`config.mk`:
```
export PLATFORM = sky130hd
export DESIGN_NAME = cmpout_timer
export DESIGN_NICKNAME = d
export VERILOG_FILES = /design/src/rtl/cmpout_pkg.sv /design/src/rtl/cmpout_counter.sv /design/src/rtl/cmpout_channel.sv /design/src/rtl/cmpout_timer.sv
export SDC_FILE = /design/constraint.sdc
export NUM_CORES = 1
export LEC_CHECK = 0
export ABC_CLOCK_PERIOD_IN_PS = 2800
export BUFFER_PORTS_ARGS = -buffer_cell sky130_fd_sc_hd__buf_2
export CORE_MARGIN = 5
export CORE_UTILIZATION = 45
export CTS_CLUSTER_SIZE = 16
export DETAILED_ROUTE_END_ITERATION = 10
export PLACE_DENSITY = 0.69
export SYNTH_ARGS = -nofsm -noshare
export SYNTH_HDL_FRONTEND = slang
export SYNTH_HIERARCHICAL = 1
export SYNTH_SLANG_ARGS = --single-unit
```
`constraint.sdc`:
```
create_clock -name clk -period 2.8 [get_ports clk]
set_clock_uncertainty 0.1 [all_clocks]
set_input_delay 0.28 -clock clk [delete_from_list [all_inputs] [get_ports clk]]
set_output_delay 0.28 -clock clk [all_outputs]
set_load 0.02 [all_outputs]
```
`src/rtl/cmpout_pkg.sv`:
```
package cmpout_pkg;

   localparam int ACT_W = 2;

   typedef enum logic [ACT_W-1:0] {
      ACT_KEEP  = 2'b00,
      ACT_CLEAR = 2'b01,
      ACT_SET   = 2'b10,
      ACT_FLIP  = 2'b11
   } match_act_e;

   // next value of a state bit under a given action
   function automatic logic act_apply(input match_act_e act, input logic cur);
      logic nxt;
      case (act)
         ACT_CLEAR: nxt = 1'b0;
         ACT_SET:   nxt = 1'b1;
         ACT_FLIP:  nxt = ~cur;
         default:   nxt = cur;
      endcase
      return nxt;
   endfunction

endpackage

```
`src/rtl/cmpout_counter.sv`:
```
module cmpout_counter #(
   parameter int CNT_W = 32
) (
   input  logic             clk,
   input  logic             rst_n,
   input  logic             count_en,
   output logic [CNT_W-1:0] cnt_o,
   output logic             fresh_o
);

   logic [CNT_W-1:0] cnt_q;
   logic             fresh_q;

   always_ff @(posedge clk) begin
      if (!rst_n) begin
         cnt_q   <= '0;
         fresh_q <= 1'b0;
      end else begin
         // fresh marks a cycle whose counter value was just stepped into
         fresh_q <= count_en;
         if (count_en) cnt_q <= cnt_q + CNT_W'(1);
      end
   end

   assign cnt_o   = cnt_q;
   assign fresh_o = fresh_q;


   a_r2_hold_when_idle: assert property (@(posedge clk) disable iff (!rst_n)
      !count_en |=> $stable(cnt_o));


   a_r2_fresh_tracks_en: assert property (@(posedge clk) disable iff (!rst_n)
      count_en |=> (fresh_o && !$stable(cnt_o)));


   a_r3_wrap_to_zero: assert property (@(posedge clk) disable iff (!rst_n)
      (count_en && (&cnt_o)) |=> (cnt_o == '0));

endmodule

```
`src/rtl/cmpout_channel.sv`:
```
module cmpout_channel
   import cmpout_pkg::*;
#(
   parameter int CNT_W = 32
) (
   input  logic             clk,
   input  logic             rst_n,
   input  logic [CNT_W-1:0] cnt_i,
   input  logic             fresh_i,
   input  logic             cmp_we,
   input  logic [CNT_W-1:0] cmp_wdata,
   input  logic             ctl_we,
   input  logic [ACT_W-1:0] act_wdata,
   input  logic             st_wdata,
   output logic [CNT_W-1:0] cmp_o,
   output logic [ACT_W-1:0] act_o,
   output logic             state_o
);

   logic [CNT_W-1:0] cmp_q;
   match_act_e       act_q;
   logic             state_q;
   logic             hit;
   logic             act_live;

   assign hit      = fresh_i && (cnt_i == cmp_q);
   assign act_live = hit && (act_q != ACT_KEEP);

   always_ff @(posedge clk) begin
      if (!rst_n) begin
         cmp_q   <= '0;
         act_q   <= ACT_KEEP;
         state_q <= 1'b0;
      end else begin
         if (cmp_we) cmp_q <= cmp_wdata;
         if (ctl_we) act_q <= match_act_e'(act_wdata);
         // a live match action takes priority over a software write
         if (act_live)    state_q <= act_apply(act_q, state_q);
         else if (ctl_we) state_q <= st_wdata;
      end
   end

   assign cmp_o   = cmp_q;
   assign act_o   = act_q;
   assign state_o = state_q;


   a_r5_keep_holds: assert property (@(posedge clk) disable iff (!rst_n)
      (fresh_i && cnt_i == cmp_o && act_o == 2'b00 && !ctl_we) |=> $stable(state_o));


   a_r6_clear_drives_low: assert property (@(posedge clk) disable iff (!rst_n)
      (fresh_i && cnt_i == cmp_o && act_o == 2'b01) |=> !state_o);


   a_r6_set_drives_high: assert property (@(posedge clk) disable iff (!rst_n)
      (fresh_i && cnt_i == cmp_o && act_o == 2'b10) |=> state_o);


   a_r7_flip_inverts: assert property (@(posedge clk) disable iff (!rst_n)
      (fresh_i && cnt_i == cmp_o && act_o == 2'b11) |=> (state_o != $past(state_o)));


   a_r7_no_stale_match: assert property (@(posedge clk) disable iff (!rst_n)
      (!fresh_i && !ctl_we) |=> $stable(state_o));

endmodule

```
`src/rtl/cmpout_timer.sv`:
```
module cmpout_timer
   import cmpout_pkg::*;
#(
   parameter int CNT_W  = 32,
   parameter int NUM_CH = 4,
   parameter int DATA_W = 32,
   parameter int ADDR_W = 3
) (
   input  logic              clk,
   input  logic              rst_n,
   input  logic              count_en,
   input  logic              wr_en,
   input  logic [ADDR_W-1:0] addr,
   input  logic [DATA_W-1:0] wdata,
   output logic [DATA_W-1:0] rdata,
   output logic [NUM_CH-1:0] match_out
);

   localparam int CTL_ADDR  = 0;
   localparam int CMP_BASE  = 1;
   localparam int CNT_ADDR  = CMP_BASE + NUM_CH;
   localparam int FIELD_LSB = NUM_CH;
   localparam int CTL_USED  = NUM_CH * (1 + ACT_W);

   if (NUM_CH < 1) begin : g_bad_ch
      $error("cmpout_timer: NUM_CH must be at least 1");
   end
   if (CNT_W < 2 || CNT_W > DATA_W) begin : g_bad_cnt
      $error("cmpout_timer: CNT_W must lie in 2..DATA_W");
   end
   if (CTL_USED > DATA_W) begin : g_bad_ctl
      $error("cmpout_timer: control word does not fit DATA_W");
   end
   if ((1 << ADDR_W) <= CNT_ADDR) begin : g_bad_addr
      $error("cmpout_timer: ADDR_W too small for the register map");
   end

   logic [CNT_W-1:0] cnt;
   logic             fresh;
   logic [CNT_W-1:0] cmp_val  [NUM_CH];
   logic [ACT_W-1:0] act_code [NUM_CH];
   logic [NUM_CH-1:0] state_bits;
   logic             ctl_we;
   logic [DATA_W-1:0] ctl_word;

   cmpout_counter #(.CNT_W(CNT_W)) u_cnt (
      .clk      (clk),
      .rst_n    (rst_n),
      .count_en (count_en),
      .cnt_o    (cnt),
      .fresh_o  (fresh)
   );

   assign ctl_we = wr_en && (addr == ADDR_W'(CTL_ADDR));

   for (genvar ch = 0; ch < NUM_CH; ch++) begin : g_ch
      logic cmp_we;
      assign cmp_we = wr_en && (addr == ADDR_W'(CMP_BASE + ch));

      cmpout_channel #(.CNT_W(CNT_W)) u_chan (
         .clk       (clk),
         .rst_n     (rst_n),
         .cnt_i     (cnt),
         .fresh_i   (fresh),
         .cmp_we    (cmp_we),
         .cmp_wdata (wdata[CNT_W-1:0]),
         .ctl_we    (ctl_we),
         .act_wdata (wdata[FIELD_LSB + ACT_W*ch +: ACT_W]),
         .st_wdata  (wdata[ch]),
         .cmp_o     (cmp_val[ch]),
         .act_o     (act_code[ch]),
         .state_o   (state_bits[ch])
      );
   end

   always_comb begin
      ctl_word = '0;
      for (int i = 0; i < NUM_CH; i++) begin
         ctl_word[i] = state_bits[i];
         ctl_word[FIELD_LSB + ACT_W*i +: ACT_W] = act_code[i];
      end
   end

   always_comb begin
      rdata = '0;
      if (addr == ADDR_W'(CTL_ADDR)) begin
         rdata = ctl_word;
      end else if (addr == ADDR_W'(CNT_ADDR)) begin
         rdata = DATA_W'(cnt);
      end else begin
         for (int i = 0; i < NUM_CH; i++) begin
            if (addr == ADDR_W'(CMP_BASE + i)) rdata = DATA_W'(cmp_val[i]);
         end
      end
   end

   assign match_out = state_bits;


   a_r11_counter_read_only: assert property (@(posedge clk) disable iff (!rst_n)
      (wr_en && addr == ADDR_W'(CNT_ADDR) && !count_en) |=> (rdata == $past(rdata) || addr != ADDR_W'(CNT_ADDR)));


   a_r1_outputs_low_after_reset: assert property (@(posedge clk)
      !rst_n |=> (match_out == '0));

endmodule

```
==> out/metrics.yaml <==
finish:
  drive_above_1_share_pct: 16.97
  fill_cells: 1931
  finalCoreUtilization_pct: 52.06
  diodes: 0
  area_growth_pct: 12.95
  nets: 1111
setup_path:
  path_class: "flip-flop to flip-flop"
  cp-end-kind: "flip-flop"
  cp-start-kind: "flip-flop"
  required_ns: 2.99
  cp.arrival_ns: 2.67
  cp_max_fo: 12
floorplanning:
  start_util_pct: 46.09
  design.die.area_mm2: 0.02471
  die_w_um: 157.2
  std_cell_rows: 53
  ios: 75
  core_area_mm2: 0.02115
  fp.dieH_um: 157.2
clock_tree:
  numCtsBuffers: 17
  postCtsSetupBuffers: 0
  clk_pin_slew_ns: 0.07
  max-clock-path-buffers: 2
  cts_tree: "built"
  insertion_delay_ns: 0.44
  clkSinkCount: 173
  cts_hold_buf: 0
  cts_resized: 0
  htree_levels: 4
  ctsRootBufferMaster: "clkbuf_16"
sta:
  final-hold-violation-count: 0
  final.period_utilization_pct: 88.71
  rsz0062_at_grt: "false"
  final-setup-viol-count: 0
  fin_crit_ns: 2.484
  drv_slew: 0
  worstMarginPinSlew_ns: 0.9391
  tns_ns: 0
  fin_hold_ws_ns: 0.04021
  slew_headroom_pct: 37.16
  fmax_mhz: 402.6
synthesis:
  synth_area_leaders: "dfxtp_1 (36%), mux2i_1 (17%), xor2_1 (12%), nor2b_1 (9.0%), mux2_2 (3.5%)"
  synth_warnings: 6
  yosysSeqAreaShare_pct: 35.52
  ys_seq_elements: 173
  synth_area_mm2: 0.009749
  synthArstFlopShare_pct: 0
  synth_top_area_share_pct: 35.52
  synth_top_flop_cell: "dfxtp_1"
  synth.avg_cell_area_um2: 9.672
  yosysUniqueCellTypes: 55
  synth_nets: 1048
  yosysTopAreaCell: "dfxtp_1"
  syn_inst: 1008
  synth_edf_count: 0
pwr:
  irDropWorstVdd_mv: 0.3875
  p_leak_nw: 4.580
  p_total_mw: 5.540
  power_density_mw_per_mm2: 503.1
route:
  met2_length_um: 13250
  drt_pre_antenna_iters: 5
  vias: 7856
  detail-route-antenna-nets: 0
  top_layer_used: "met4"
  finalWirelength_um: 29530
  drc: 0
  dr.first_iter.drc_count: 933
  drt-wirelength-per-cell_um: 21.73
  wl_met1_um: 13560
  routed_via_density: 5.781
  wl_met3_um: 2071
global_routing:
  grt_pass1_wl_um: 45230
  grt_max_degree: 91
  grt-ovfl-total: 0
  antenna_found_initial: 0
  grt_pass1_vias: 7452
  track_usage_pct: 23.65
place:
  place.detailed.hpwl_um: 21190
  place_congestion: 0.9261
  port_buffers: 74
hold_path:
  min_path_type: "input pin to flip-flop"
run:
  drv_cap: 0
outcome:
  status: "finished clean"
-- state kept, by name (all words and copies together) (netlist names) --
| signal | cells |
|---|---|
| g_ch.u_chan/state_o | 4 |
| u_cnt/fresh_o | 1 |
| g_ch.u_chan/act_o | 8 |
| g_ch.u_chan/cmp_o | 128 |
| u_cnt/cnt_o | 32 |
-- layer usage --
metal | global-route usage, % | up-vias
met5 | 0 | -
met4 | 6.923 | 0
met3 | 3.959 | 44
met2 | 36.58 | 325
met1 | 33.97 | 3784
li1 | - | 3703
-- worst paths after layout --
path	start	to	slack, ns	cells after the start
worst min-delay path	rst_n	g_ch[0].u_chan/cmp_o[13]	0.04	2
worst min register to register	g_ch[0].u_chan/cmp_o[21]	g_ch[0].u_chan/cmp_o[21]	0.45	2
worst max register to register	u_cnt/cnt_o[0]	u_cnt/cnt_o[28]	0.32	4
worst max-delay path	u_cnt/cnt_o[0]	u_cnt/cnt_o[28]	0.32	4
-- through the flow --
step | cell area (um2) | worst slack (ns) | instances
global placement | 10430 | 0.5768 | 1327
CTS | 11010 | 0.5140 | 1359
global route | 11010 | 0.3592 | 1359
detailed placement | 10430 | 0.5565 | 1327
floorplan | 9749 | 0.7351 | 1008
finish | 11010 | 0.3160 | 1359
-- synthesized netlist by cell type (5+ instances only) --
cell / count
a21oi_1: 7
a221oi_1: 7
a222oi_1: 5
a22oi_1: 20
buf_2: 23
buf_6: 6
clkbuf_1: 30
dfxtp_1: 173
inv_1: 10
mux2_1: 6
mux2_2: 30
mux2i_1: 164
nand2_1: 30
nand2b_1: 11
nand3_1: 17
nand4_1: 14
nor2_1: 32
nor2b_1: 141
nor3_1: 7
nor3_2: 5
nor4_1: 31
o21a_1: 7
o21ai_1: 7
o22ai_1: 25
o311ai_0: 5
o41ai_1: 7
or3_1: 5
xnor2_1: 8
xor2_1: 133
-- kinds of logic after synthesis --
logic type | after synthesis | synth area share, %
DFF | 173 | 35.52
AOI/OAI and AO/OA | 105 | 7.931
muxes | 200 | 21.00
buffers and inverters | 72 | 3.683
xor gates and xnor gates | 141 | 12.67
and+or+nand+nor | 316 | 19.07
adders and majority gates | 1 | 0.1283
-- layout by cell type, fill, tap and decap left out, types with 11 or more instances in the layout --
cell type / count
nand3_1: 17
buf_4: 29
mux2i_1: 164
clkbuf_16: 17
o22ai_1: 25
nor4_1: 31
xor2_1: 133
a22oi_1: 20
nor2_1: 32
mux2_2: 30
nand2_1: 30
nand4_1: 14
buf_2: 73
nand2b_1: 11
dfxtp_1: 173
nor2b_1: 141
-- where the power goes --
| group | leakage (nW) | internal, mW | switching (mW) |
|---|---|---|---|
| logic | 2.90 | 0.234 | 0.346 |
| registers | 1.40 | 2.51 | 0.0578 |
| clock network | 0.283 | 1.27 | 1.13 |
-- worst max-delay path, stage by stage (launching register included) --
cell	delay [ns]
dfxtp_1	0.58
ha_1	0.35
nand4_1	0.51
o311ai_0	0.60
o41ai_1	0.18
-- area by class of cell --
type,instances,area (um2),share of cell area (%)
Sequential cell,173,3463,31.45
Clock inverter,14,150.1,1.363
Tap cell,275,344.1,3.125
Timing Repair Buffer,105,643.1,5.840
Clock buffer,18,429.2,3.897
Inverter,11,41.29,0.3750
Multi-Input combinational cell,763,5941,53.95
No activity file was read; power rests on OpenSTA's default activity.
